**src/rtl/clamp_pkg.sv**
```systemverilog
package clamp_pkg;

    // Line timer states
    typedef enum logic [1:0] {
        ST_WAIT_SYNC = 2'd0,
        ST_COUNT     = 2'd1,
        ST_SATURATED = 2'd2
    } line_state_e;

    // Number of programmable positions: start, internal end, external end
    localparam int NUM_POS = 3;
    localparam int POS_START   = 0;
    localparam int POS_INT_END = 1;
    localparam int POS_EXT_END = 2;

endpackage

```
**src/rtl/clamp_regs.sv**
```systemverilog
module clamp_regs #(
    parameter int CNT_W     = 10,
    parameter int ADDR_W    = 8,
    parameter int DATA_W    = 8,
    parameter int BASE_ADDR = 13
) (
    input  logic                                         clk,
    input  logic                                         rst_n,
    input  logic                                         wr_en,
    input  logic [ADDR_W-1:0]                            wr_addr,
    input  logic [DATA_W-1:0]                            wr_data,
    input  logic                                         apply,
    output logic [clamp_pkg::NUM_POS-1:0][CNT_W-1:0]     act_pos
);
    localparam int HI_W = CNT_W - DATA_W;

    for (genvar v = 0; v < clamp_pkg::NUM_POS; v++) begin : g_pos
        localparam logic [ADDR_W-1:0] HI_ADDR = ADDR_W'(BASE_ADDR + 2 * v);
        localparam logic [ADDR_W-1:0] LO_ADDR = ADDR_W'(BASE_ADDR + 2 * v + 1);

        logic [CNT_W-1:0] hold_q;
        logic [CNT_W-1:0] work_q;

        always_ff @(posedge clk or negedge rst_n) begin
            if (!rst_n) begin
                hold_q <= '0;
                work_q <= '0;
            end else begin
                // the working copy takes the holding value seen before this edge
                if (apply) begin
                    work_q <= hold_q;
                end
                if (wr_en && (wr_addr == HI_ADDR)) begin
                    hold_q[CNT_W-1:DATA_W] <= wr_data[HI_W-1:0];
                end
                if (wr_en && (wr_addr == LO_ADDR)) begin
                    hold_q[DATA_W-1:0] <= wr_data;
                end
            end
        end

        assign act_pos[v] = work_q;
    end

endmodule

```
**src/rtl/clamp_line_timer.sv**
```systemverilog
module clamp_line_timer #(
    parameter int CNT_W = 10
) (
    input  logic                    clk,
    input  logic                    rst_n,
    input  logic                    hsync_n,
    output logic                    line_start,
    output logic                    running,
    output logic [CNT_W-1:0]        count,
    output clamp_pkg::line_state_e  state
);
    import clamp_pkg::*;

    localparam logic [CNT_W-1:0] CNT_MAX    = {CNT_W{1'b1}};
    localparam logic [CNT_W-1:0] CNT_BEFORE = CNT_MAX - CNT_W'(1);

    logic        hs_q;
    line_state_e state_nxt;

    // previous sync sample, for edge detection
    always_ff @(posedge clk or negedge rst_n) begin
        if (!rst_n) begin
            hs_q <= 1'b0;
        end else begin
            hs_q <= hsync_n;
        end
    end

    assign line_start = hs_q & ~hsync_n;

    // state register
    always_ff @(posedge clk or negedge rst_n) begin
        if (!rst_n) begin
            state <= ST_WAIT_SYNC;
        end else begin
            state <= state_nxt;
        end
    end

    // transitions
    always_comb begin
        state_nxt = state;
        unique case (state)
            ST_WAIT_SYNC: begin
                if (line_start) state_nxt = ST_COUNT;
            end
            ST_COUNT: begin
                if (line_start)                state_nxt = ST_COUNT;
                else if (count == CNT_BEFORE)  state_nxt = ST_SATURATED;
            end
            ST_SATURATED: begin
                if (line_start) state_nxt = ST_COUNT;
            end
            default: state_nxt = ST_WAIT_SYNC;
        endcase
    end

    // line counter
    always_ff @(posedge clk or negedge rst_n) begin
        if (!rst_n) begin
            count <= '0;
        end else if (line_start) begin
            count <= '0;
        end else if (state == ST_COUNT) begin
            count <= count + CNT_W'(1);
        end
    end

    // outputs
    always_comb begin
        unique case (state)
            ST_WAIT_SYNC: running = 1'b0;
            ST_COUNT:     running = 1'b1;
            ST_SATURATED: running = 1'b1;
            default:      running = 1'b0;
        endcase
    end

endmodule

```
**src/rtl/clamp_window.sv**
```systemverilog
module clamp_window #(
    parameter int CNT_W = 10
) (
    input  logic             running,
    input  logic [CNT_W-1:0] count,
    input  logic [CNT_W-1:0] pos_lo,
    input  logic [CNT_W-1:0] pos_hi,
    output logic             gate
);
    always_comb begin
        gate = running && (count >= pos_lo) && (count < pos_hi);
    end
endmodule

```
**src/rtl/clamp_pulse_gen.sv**
```systemverilog
module clamp_pulse_gen #(
    parameter int CNT_W     = 10,
    parameter int ADDR_W    = 8,
    parameter int DATA_W    = 8,
    parameter int BASE_ADDR = 13
) (
    input  logic              clk,
    input  logic              rst_n,
    input  logic              hsync_n,
    input  logic              reg_wr,
    input  logic [ADDR_W-1:0] reg_addr,
    input  logic [DATA_W-1:0] reg_wdata,
    output logic              clamp_int,
    output logic              clamp_ext
);
    import clamp_pkg::*;

    localparam int NUM_GATES = 2;

    logic                               line_start;
    logic                               running;
    logic [CNT_W-1:0]                   line_count;
    line_state_e                        line_state;
    logic [NUM_POS-1:0][CNT_W-1:0]      act_pos;
    logic [NUM_GATES-1:0][CNT_W-1:0]    gate_end;
    logic [NUM_GATES-1:0]               gate;

    clamp_regs #(
        .CNT_W    (CNT_W),
        .ADDR_W   (ADDR_W),
        .DATA_W   (DATA_W),
        .BASE_ADDR(BASE_ADDR)
    ) u_regs (
        .clk    (clk),
        .rst_n  (rst_n),
        .wr_en  (reg_wr),
        .wr_addr(reg_addr),
        .wr_data(reg_wdata),
        .apply  (line_start),
        .act_pos(act_pos)
    );

    clamp_line_timer #(
        .CNT_W(CNT_W)
    ) u_timer (
        .clk       (clk),
        .rst_n     (rst_n),
        .hsync_n   (hsync_n),
        .line_start(line_start),
        .running   (running),
        .count     (line_count),
        .state     (line_state)
    );

    assign gate_end[0] = act_pos[POS_INT_END];
    assign gate_end[1] = act_pos[POS_EXT_END];

    for (genvar g = 0; g < NUM_GATES; g++) begin : g_gate
        clamp_window #(
            .CNT_W(CNT_W)
        ) u_win (
            .running(running),
            .count  (line_count),
            .pos_lo (act_pos[POS_START]),
            .pos_hi (gate_end[g]),
            .gate   (gate[g])
        );
    end

    assign clamp_int = gate[0];
    assign clamp_ext = gate[1];

endmodule

```
**config.mk**
```make
export PLATFORM = sky130hd
export DESIGN_NAME = clamp_pulse_gen
export DESIGN_NICKNAME = d
export VERILOG_FILES = /design/src/rtl/clamp_pkg.sv /design/src/rtl/clamp_regs.sv /design/src/rtl/clamp_line_timer.sv /design/src/rtl/clamp_window.sv /design/src/rtl/clamp_pulse_gen.sv
export SDC_FILE = /design/constraint.sdc
export NUM_CORES = 1
export LEC_CHECK = 0
export BUFFER_PORTS_ARGS = -buffer_cell sky130_fd_sc_hd__buf_2
export CAP_MARGIN = 10
export CORE_UTILIZATION = 25
export CTS_BUF_LIST = sky130_fd_sc_hd__clkbuf_4 sky130_fd_sc_hd__clkbuf_8
export DETAILED_ROUTE_END_ITERATION = 8
export HOLD_SLACK_MARGIN = 0.08
export SETUP_SLACK_MARGIN = 0.5
export SLEW_MARGIN = 30
export SYNTH_ARGS = -nofsm -noshare
export SYNTH_HDL_FRONTEND = slang
export SYNTH_SLANG_ARGS = --single-unit
export TNS_END_PERCENT = 100
```
**constraint.sdc**
```tcl
create_clock -name clk -period 2.3 [get_ports clk]
set_input_delay 0.115 -clock clk [delete_from_list [all_inputs] [get_ports clk]]
set_output_delay 0.115 -clock clk [all_outputs]
set_load 0.01 [all_outputs]
```
# Word level (Yosys, flattened, before mapping)
# Cells that the tools add are included.
# W data, S select, Z words.
# totals
regBits	73
latchBits	0
mem_bits_rw	0
rom_bits	0
input_bits	20
out_inout_bits	2
wordCells	50
n_memories	0
# classes
add_sub_neg	1
multipliers	0
div_mod_pow	0
n_lt_le_gt_ge	3
n_eq_ne	11
n_shift	0
mux	7
bitwise_logic	2
n_reduce_logical	14
# ops
cell	n
$eq A8 B4 Y1 const B	3
$eq A8 B5 Y1 const B	3
$lt A10 B10 Y1	2
$mux W10	2
$add A10 B1 Y10 const B	1
$eq A10 B10 Y1 const B	1
$ge A10 B10 Y1	1
$logic_and A1 B1 Y1	9
$mux W2	3
$pmux W2 S2	1
$reduce_or A2 Y1	2
$ne A3 B2 Y1 const B	1
$eq A2 B1 Y1 const B	1
$eq A2 B2 Y1 const B	1
$logic_not A2 Y1	1
$ne A2 B1 Y1 const B	1
$reduce_and A2 Y1	1
$reduce_bool A2 Y1	1
$and A1 B1 Y1	1
$mux W1	1
$not A1 Y1	1

# Longest topological paths before layout
# Gate-level depths: netlist of the first run.
# logic_depth
word_depth	5
mapped_depth	8
depth_no_buf	7

# Hierarchy
# From an unflattened synthesis of the first run, not the netlist that was laid out.
# hier_totals
hier_cells	338
hier_area_um2	3978.8
# modules_own_cells
module	n_inst	cells_per_inst	area_per_inst_um2	seq_area_each_um2
clamp_regs	1	134	2298.5	1501.4
clamp_window	2	66	476.7	0.0
clamp_line_timer	1	72	726.9	325.3

# Worst setup path before layout of the first run
# Ideal clock, no wire load.
# synth_path
path_kind	reg2out
start	register u_timer.count[0]
end	output clamp_ext
arrival_time_ns	1.492
required_time_ns	2.185
path_slack_ns	0.693
path_stages_with_launch	8
path_buffers	0
cell_sequence	dfrtp_1 -> inv_1 -> ha_1 -> nand2b_1 -> a211oi_1 -> a2bb2oi_1 -> o21ai_0 -> and3_1
# synth_via
elab_chain_cells	3
elab_cells_between_ends	4
cone_classes	order compare: 2; reduce/logical: 2
# synth_lines
element	line	rtl
start: declaration	clamp_line_timer.sv:9	output logic [CNT_W-1:0] count,
start signal: assignment	clamp_line_timer.sv:65	count <= count + CNT_W'(1);
$ge A10 B10 Y1	clamp_window.sv:11	gate = running && (count >= pos_lo) && (count < pos_hi);
$logic_and A1 B1 Y1	clamp_window.sv:11	
$logic_and A1 B1 Y1 *	clamp_window.sv:11	
end: declaration	clamp_pulse_gen.sv:14	output logic clamp_ext
# Every way passes the cells marked *; elsewhere a longest branch is shown, timed or not.

# Worst setup path in the final report of the first run
# layout_path
start	register u_timer.count[3]
end	output clamp_int
# layout_via
elab_chain_cells	3
elab_cells_between_ends	4
cone_classes	order compare: 2; reduce/logical: 2
# layout_lines
element	line	rtl
$ge A10 B10 Y1	clamp_window.sv:11	
$logic_and A1 B1 Y1	clamp_window.sv:11	
$logic_and A1 B1 Y1 *	clamp_window.sv:11	
end: declaration	clamp_pulse_gen.sv:13	output logic clamp_int,
# Marked as above.

==> results.md, run 1 <==
Timing:
- Static timing analysis puts the maximum clock frequency at 0.477 GHz.
- The minimum period implied by the final worst setup slack is 2.10 ns.
- The actual transition at the worst max-transition pin is 0.720 ns.
- The number of failing hold endpoints at the final stage is 0.
- The share of the clock period used by the worst path after layout is 91.2%.
- In this run the tightest slew margin relative to its limit is 51.9%.
- The final max-slew violation count is 0.
- Clock skew on the completed layout was measured at 0.0115 ns.
- The final-report setup violation count is 0.
- Adding up every negative setup slack in the final design gives 0 ns.
- Setup repair after global routing could not meet its margin everywhere.

Power and ir drop:
- The logic gate share of total power is 22.1%.
- Per report_power, the clock group accounts for 35.5% of the total.
- Internal power comes to 2.48 mW.
- Across the VDD grid, the largest voltage drop is 0.301 mV.
- The relative contribution of sequential cells to total power is 42.4%.
- The power per standard cell area is 782 mW/mm^2.
- The total chip power is 3.43 mW.
- The switching power is 952 uW.
- The leakage power total is 2.05 nW.
- Of the total power, the share spent switching nets is 27.8%.

Floorplan:
- The floorplan die width is 122 um.
- For this configuration, the core starts out at a cell density of 25.8%.
- In this run the standard cell core region covers 0.0139 mm^2.
- 22 I/O pins were placed.
- In this run the core area contains 43 standard-cell rows.
- The overall die height is 122 um.
- The floorplan step defined a die boundary enclosing 0.0148 mm^2.

Global routing:
- The overall track demand over capacity in global routing is 11.3%.
- Entering global routing, the biggest net connects 51 pins.
- The via count of the first global-routing pass is 2513.
- The global route total overflow is 0.
- The number of antenna violations at the first check in global routing is 0.
- The first global-routing pass estimated 12600 um of wire.

Drt:
- Once detail routing completed, the nets flagged for antenna violations numbered 0.
- The first-pass iteration count of the detailed router is 4.
- The via total after detailed routing is 2495.
- After detailed routing, the total wire length is 7610 um.
- The routed length per instance is 13.7 um.
- After detailed routing, the number of remaining DRC violations is 0.
- After detailed routing, the number of vias per cell comes to 4.50.
- The number of design-rule violations left by the first detailed-router iteration is 184.

Setup path:
- The number of cells traversed by the worst register-to-register path is 6.
- The nature of the critical path endpoint is a primary output.
- Traced cell by cell, the critical path runs through ha_1, a41oi_2, a2bb2oi_1, o21ai_1, and3_1, buf_2.
- On the worst path, the slowest cell contributes a delay of 0.49 ns.
- Counting both buffers and inverters, the worst setup path holds a total of 1.
- The arrival time reported for the critical path endpoint is 1.98 ns.
- The worst setup path is of the register to primary output kind.
- The worst flop-to-flop path startpoint is u_timer.count[5]$_DFFE_PN0P_.
- The register-to-register path setup slack is 0.60 ns.
- In this design, the largest share of critical-path delay is due to flip-flops.
- The sort of element at the start of the critical path is a register.
- The endpoint of the lowest-slack register-to-register path is u_timer.state[1]$_DFFE_PN0P_.
- The endpoint required time on the critical path is 2.18 ns.
- Along the worst path, the maximum fanout reaches 6.
- On the critical path, the stage with the largest delay is an instance of sky130_fd_sc_hd__dfrtp_2.

Yosys:
- Among all flip-flop cells after synthesis, the most frequent one is sky130_fd_sc_hd__dfrtp_1.
- During synthesis, Yosys emitted a total of 0 warnings.
- The number of nets in the synthesized netlist is 386.
- The share of synthesized flip-flops with an asynchronous set or reset is 100%.
- The synthesized design contains 0 enable-type register cells.
- In the synthesized netlist, the number of instances is 332.
- A synthesized cell averages 10.8 um^2.
- The cell type with the highest aggregate area in the netlist is sky130_fd_sc_hd__dfrtp_1.
- In this run, synthesis produced a sequential element count of 73.
- Summing the sequential cell areas from Yosys gives 50.9% of the chip area.
- The mapped cell area is 0.00359 mm^2.
- The netlist uses 32 different library cells.
- Yosys attributes the largest share of cell area to sky130_fd_sc_hd__dfrtp_1 (51%), sky130_fd_sc_hd__ha_1 (12%), sky130_fd_sc_hd__mux2_2 (10%).
- Summed over its instances, the top area cell type makes up 50.9% of the synthesized netlist area.

Hold path:
- The worst min-delay path category is input port to register.
- The beginning of the worst hold path is reg_wdata[0].
- The hold path endpoint is u_regs.g_pos[2].hold_q[8]$_DFFE_PN0P_.
- The worst hold path passes through 2 cells.

Job:
- Max-cap violations in this run came to 0.

Clock network:
- The longest clock path from root to sink contains 2 buffers.
- The number of H-tree levels is 3.
- The number of buffers created by CTS is 9.
- The insertion delay to the later sink of the worst-skew pair is 0.35 ns.
- The cell sitting at the root of the clock tree is a sky130_fd_sc_hd__clkbuf_8.
- For this design, the sink count on the clock tree is 73.
- TritonCTS built the clock tree.
- After clock tree synthesis, the clock-pin slew on the worst setup and hold paths is 0.08 ns.

Run status:
- The flow ran to the end, and the final reports show no timing, DRC or antenna violations.

Finish:
- The layout overhead on the synthesized area is 22.1%.
- Cells fill 31.4% of the core in the end.
- The top cell types in the final layout, fill and taps aside, are sky130_fd_sc_hd__dfrtp_1 (67), sky130_fd_sc_hd__mux2_2 (33), sky130_fd_sc_hd__inv_1 (32).
- The library cell used most frequently in the layout, excluding fill and tap cells, is sky130_fd_sc_hd__dfrtp_1.
- The share of layout cells above drive strength 1 is 26.7%.
- The number of nets in the layout is 424.
- 0 antenna diodes ended up in the layout.

Placed design:
- The post-detailed-placement half-perimeter wirelength is 5390 um.
- The congestion estimate from routability-driven global placement came to 0.914.
- The count of buffers added on input and output ports is 21.
## cells by family after synthesis
| logic type | count (synthesis) | share of synthesized area (%) |
|---|---|---|
| buffers and inverters | 43 | 4.60 |
| xor gates and xnor gates | 9 | 2.20 |
| DFF | 73 | 50.9 |
| and+or+nand+nor | 89 | 11.8 |
| muxes | 34 | 10.6 |
| AOI/OAI and AO/OA | 50 | 8.02 |
| adders and majority gates | 34 | 11.9 |
## synthesized netlist by cell type (2+ instances only)
| cell | count |
|---|---|
| sky130_fd_sc_hd__dfrtp_1 | 73 |
| sky130_fd_sc_hd__ha_1 | 34 |
| sky130_fd_sc_hd__inv_1 | 33 |
| sky130_fd_sc_hd__mux2_2 | 33 |
| sky130_fd_sc_hd__nand2_1 | 31 |
| sky130_fd_sc_hd__o21ai_0 | 31 |
| sky130_fd_sc_hd__nor2_1 | 19 |
| sky130_fd_sc_hd__nand4_1 | 10 |
| sky130_fd_sc_hd__nand3_1 | 9 |
| sky130_fd_sc_hd__a21oi_1 | 7 |
| sky130_fd_sc_hd__clkbuf_1 | 6 |
| sky130_fd_sc_hd__nor3_1 | 6 |
| sky130_fd_sc_hd__xor2_1 | 6 |
| sky130_fd_sc_hd__a211oi_1 | 5 |
| sky130_fd_sc_hd__buf_2 | 3 |
| sky130_fd_sc_hd__nand2b_1 | 3 |
| sky130_fd_sc_hd__xnor2_1 | 3 |
| sky130_fd_sc_hd__a21o_1 | 2 |
| sky130_fd_sc_hd__and3_1 | 2 |
| sky130_fd_sc_hd__and4b_1 | 2 |
| sky130_fd_sc_hd__nor2b_1 | 2 |
| sky130_fd_sc_hd__nor4_1 | 2 |
## registers in the layout, summed over array words and instances, names as in the netlist
name                 flops
u_timer.count           10
u_regs.g_pos.hold_q     30
u_regs.g_pos.work_q     30
u_timer.hs_q             1
u_timer.state            2
## metrics by stage
stage	std cells	hold slack, ns	worst slack [ns]	instance area (um^2)
2_1_floorplan	332	-0.181	0.693	3590
3_3_place_gp	527	0.149	0.467	3930
3_5_place_dp	527	0.161	0.439	3930
4_1_cts	553	0.129	0.167	4300
5_1_grt	554	0.128	0.103	4380
6_report	554	0.126	0.202	4380
## power by group through the flow
stage / Combinational [mW] / Clock, mW / Sequential, mW
detailed placement: 0.645 / 0 / 1.48
floorplan: 0.440 / 0 / 1.46
CTS: 0.698 / 1.26 / 1.45
global route: 0.844 / 1.29 / 1.47
finish: 0.757 / 1.22 / 1.45
global placement: 0.628 / 0 / 1.47
## what timing repair did
action | in CTS | in global routing
buffers inserted | 2 | 1
gates resized for setup | 9 | 13
hold buffers | 9 | 0
setup endpoints to repair | 2 | 4
pin swaps | 3 | 10
endpoints found under the hold margin | 48 | 0
## routing by layer
metal | part of all wire, % | GRT usage (%)
met4 | 1.6 | 3.70
met5 | 0 | 0
met3 | 4.5 | 3.75
met1 | 51 | 15.7
met2 | 43 | 16.3
## how the worst max path moves through the flow
stage	end	startpoint	slack [ns]	cells past startpoint
3_5_place_dp	clamp_int	u_timer.count[0]$_DFFE_PN0P_	0.44	8
4_1_cts	clamp_ext	u_timer.count[3]$_DFFE_PN0P_	0.17	7
3_3_place_gp	clamp_int	u_timer.count[0]$_DFFE_PN0P_	0.47	8
5_1_grt	clamp_ext	u_regs.g_pos[2].work_q[5]$_DFFE_PN0P_	0.10	7
2_1_floorplan	clamp_ext	u_timer.count[0]$_DFFE_PN0P_	0.69	7
6_report	clamp_int	u_timer.count[3]$_DFFE_PN0P_	0.20	6
## layout make-up
| cell class | instances | area (um^2) |
|---|---|---|
| Clock buffer | 10 | 138 |
| Clock inverter | 5 | 104 |
| Fill cell | 1385 | 9550 |
| Inverter | 33 | 124 |
| Multi-Input combinational cell | 216 | 1700 |
| Sequential cell | 73 | 1830 |
| Tap cell | 180 | 225 |
| Timing Repair Buffer | 37 | 260 |
(Power assumes the default switching activity.)
==> inputs of run 2 (changes only) <==
--- a/config.mk
+++ b/config.mk
@@ -7,10 +7,13 @@
 export LEC_CHECK = 0
 export BUFFER_PORTS_ARGS = -buffer_cell sky130_fd_sc_hd__buf_2
 export CAP_MARGIN = 10
+export CELL_PAD_IN_SITES_DETAIL_PLACEMENT = 1
+export CELL_PAD_IN_SITES_GLOBAL_PLACEMENT = 1
 export CORE_UTILIZATION = 25
 export CTS_BUF_LIST = sky130_fd_sc_hd__clkbuf_4 sky130_fd_sc_hd__clkbuf_8
 export DETAILED_ROUTE_END_ITERATION = 8
 export HOLD_SLACK_MARGIN = 0.08
+export PLACE_DENSITY_LB_ADDON = 0.1
 export SETUP_SLACK_MARGIN = 0.5
 export SLEW_MARGIN = 30
 export SYNTH_ARGS = -nofsm -noshare
==> results.md, run 2 (synthesis gave the netlist of run 1 again) <==
Run status:
- The flow ran to the end, and the final reports show no timing, DRC or antenna violations.

Global routing:
- The global routing usage on met2 is 19.6%.
- After global routing, the most crowded layer is met1.
- The number of antenna violations at the first check in global routing is 0.
- For met1 alone, demand over resource in global routing was 19.7%.
- The overall track demand over capacity in global routing is 13.8%.
- The via count of the first global-routing pass is 2678.
- The largest net degree at the start of global routing is 74.
- Global routing finished with a remaining overflow of 0.
- The met3 demand-to-capacity share in global routing is 3.98%.
- The wire length of the first global-routing pass is 14800 um.

Timing:
- For the finished layout, the period the worst path requires is 2.14 ns.
- The number of failing hold endpoints at the final stage is 0.
- The actual transition at the worst max-transition pin is 0.701 ns.
- The final setup skew is 0.0102 ns.
- The final max-slew violation count is 0.
- Derived from the worst setup path, the maximum achievable clock frequency is 0.467 GHz.
- The share of the clock period used by the worst path after layout is 93.0%.
- In this run the tightest slew margin relative to its limit is 53.3%.
- Setup repair after global routing could not meet its margin everywhere.
- The final-report setup violation count is 0.
- The total negative slack for setup checks is 0 ns.

Drt:
- For this block, the initial DRC count from the detailed router was 67.
- The first-pass iteration count of the detailed router is 4.
- For this run, design rule violations remaining after detail routing come to 0.
- Summing over every cut layer, the via total after detailed routing is 2536.
- The final layout contains routed wiring with a total length of 9010 um.
- Using the TritonRoute via totals, the vias-per-cell ratio works out to 4.47.
- The post-route antenna net violation count is 0.
- The routed length per instance is 15.9 um.

Placed design:
- At the end of routability-driven placement, the weighted congestion stood at 0.717.
- Port buffering added 21 buffers.
- Detailed placement ended at an HPWL of 6220 um.
- The cell count after placement is 532.

Floorplan:
- The overall die height is 122 um.
- The core area is 0.0139 mm^2.
- The floorplan row count is 43.
- The die covers 0.0148 mm^2.
- The floorplan step set the die width to 122 um.
- For this configuration, the core starts out at a cell density of 25.8%.
- The I/O pin total is 22.

Setup path:
- For the worst setup path, the data arrival time is 2.02 ns.
- The maximum fanout along the worst path is 2.
- The endpoint required time on the critical path is 2.18 ns.
- The setup path with the least slack is of type register to primary output.
- The worst setup path is captured at a primary output.
- The worst flop-to-flop path startpoint is u_timer.count[1]$_DFFE_PN0P_.
- The worst setup path endpoint is clamp_ext.
- In this run the register-to-register setup slack is 0.44 ns.
- For the worst flop-to-flop path, the logic depth is 7.
- The worst register-to-register path ends at u_timer.state[1]$_DFFE_PN0P_.
- The sort of element at the start of the critical path is a register.
- The critical path starts at u_timer.count[0]$_DFFE_PN0P_.

Finish:
- The number of nets in the layout is 436.
- In the final layout, the registers with the most flip-flops are u_regs.g_pos.hold_q x30, u_regs.g_pos.work_q x30, u_timer.count x10.
- The finished layout holds 567 standard cells, fillers aside.
- In the layout the commonest cells are sky130_fd_sc_hd__dfrtp_1 (65), sky130_fd_sc_hd__mux2_2 (33), sky130_fd_sc_hd__nand2_1 (31).
- The antenna diode count is 0.
- The library cell used most frequently in the layout, excluding fill and tap cells, is sky130_fd_sc_hd__dfrtp_1.
- The layout overhead on the synthesized area is 26.1%.
- The share of layout cells above drive strength 1 is 32.0%.

Clock network:
- The longest clock path from root to sink contains 2 buffers.
- The CTS clock-pin slew for the worst setup and hold paths is 0.09 ns.
- The tree is rooted in a sky130_fd_sc_hd__clkbuf_8.
- The insertion delay to the later sink of the worst-skew pair is 0.37 ns.
- The number of clock sinks is 73.
- In this run the number of H-tree levels came out at 3.
- The number of buffers created by CTS is 9.
- TritonCTS built the clock tree.

Power and ir drop:
- The maximum vdd ir drop is 0.302 mV.
- The completed layout was analyzed and its total power is 3.43 mW.
- Dividing total power by cell area gives a power density of 757 mW/mm^2.
- The leakage power total is 2.10 nW.

Hold path:
- The worst min-delay path category is input port to register.

Job:
- Across the run, the number of max-cap violations was 0.
## run 2: cell types whose count changed in the layout (fill, tap and decap cells not counted), moves of 3 or more
cell | previous run | this run
sky130_fd_sc_hd__ha_1 | 31 | 27
sky130_fd_sc_hd__a21oi_2 | 4 | 1
sky130_fd_sc_hd__inv_1 | 32 | 28
sky130_fd_sc_hd__ha_4 | 3 | 7
sky130_fd_sc_hd__buf_6 | 0 | 3
sky130_fd_sc_hd__buf_4 | 6 | 16
sky130_fd_sc_hd__inv_2 | 1 | 5
sky130_fd_sc_hd__a21oi_1 | 3 | 6
## run 2: power by group
group	leakage (nW)	switching (mW)	internal [mW]
sequential	0.990	0.0652	1.38
combinational	1.01	0.477	0.427
clock	0.100	0.533	0.550
## run 2: timing repair
action	4_1_cts	5_1_grt
pin swaps	7	8
setup buffers	8	1
gates resized for setup	24	14
setup endpoints to repair	4	4
endpoints found under the hold margin	104	0
hold buffers	10	0
## run 2: metrics by stage
step / utilization, % / hold WS, ns / setup WS (ns) / instance area [um^2]
2_1_floorplan: - / -0.181 / 0.693 / 3590
3_3_place_gp: 28.4 / 0.273 / 0.151 / 3960
3_5_place_dp: 28.4 / 0.205 / 0.0657 / 3960
4_1_cts: 31.9 / 0.133 / 0.0955 / 4450
5_1_grt: 32.5 / 0.148 / 0.0318 / 4530
6_report: 32.5 / 0.161 / 0.161 / 4530
## run 2: worst min-delay path by stage
stage,from,to,depth (start not counted)
after detailed placement,rst_n,u_timer.hs_q$_DFF_PN0_,1
after floorplan,rst_n,u_regs.g_pos[0].hold_q[0]$_DFFE_PN0P_,0
after global placement,hsync_n,u_timer.hs_q$_DFF_PN0_,1
after global routing,reg_addr[0],u_regs.g_pos[2].hold_q[9]$_DFFE_PN0P_,3
after CTS,reg_addr[0],u_regs.g_pos[1].hold_q[9]$_DFFE_PN0P_,3
final,reg_addr[0],u_regs.g_pos[2].hold_q[9]$_DFFE_PN0P_,3
## run 2: layout make-up
| class | count | area [um^2] |
|---|---|---|
| flip-flops and latches | 73 | 1840 |
| clock inverters | 5 | 62.6 |
| repair buffers | 49 | 354 |
| well taps | 180 | 225 |
| fillers | 1535 | 9410 |
| clock buffers | 11 | 145 |
| multi-input cells | 216 | 1780 |
| inverters | 33 | 124 |
## run 2: critical path, cell delays in order, from the launching register on
cell and delay (ns):
sky130_fd_sc_hd__dfrtp_2 0.42, sky130_fd_sc_hd__inv_2 0.08, sky130_fd_sc_hd__ha_4 0.19, sky130_fd_sc_hd__nand2b_4 0.14, sky130_fd_sc_hd__a211oi_4 0.25, sky130_fd_sc_hd__a2bb2oi_2 0.20
sky130_fd_sc_hd__o21ai_2 0.09, sky130_fd_sc_hd__and3_1 0.16, sky130_fd_sc_hd__buf_2 0.13
## run 2: metal layers
metal | wire (um) | vias up
met4 | 129 | 0
met3 | 274 | 9
met1 | 4680 | 1253
li1 | - | 1244
met5 | 0 | -
met2 | 3930 | 30
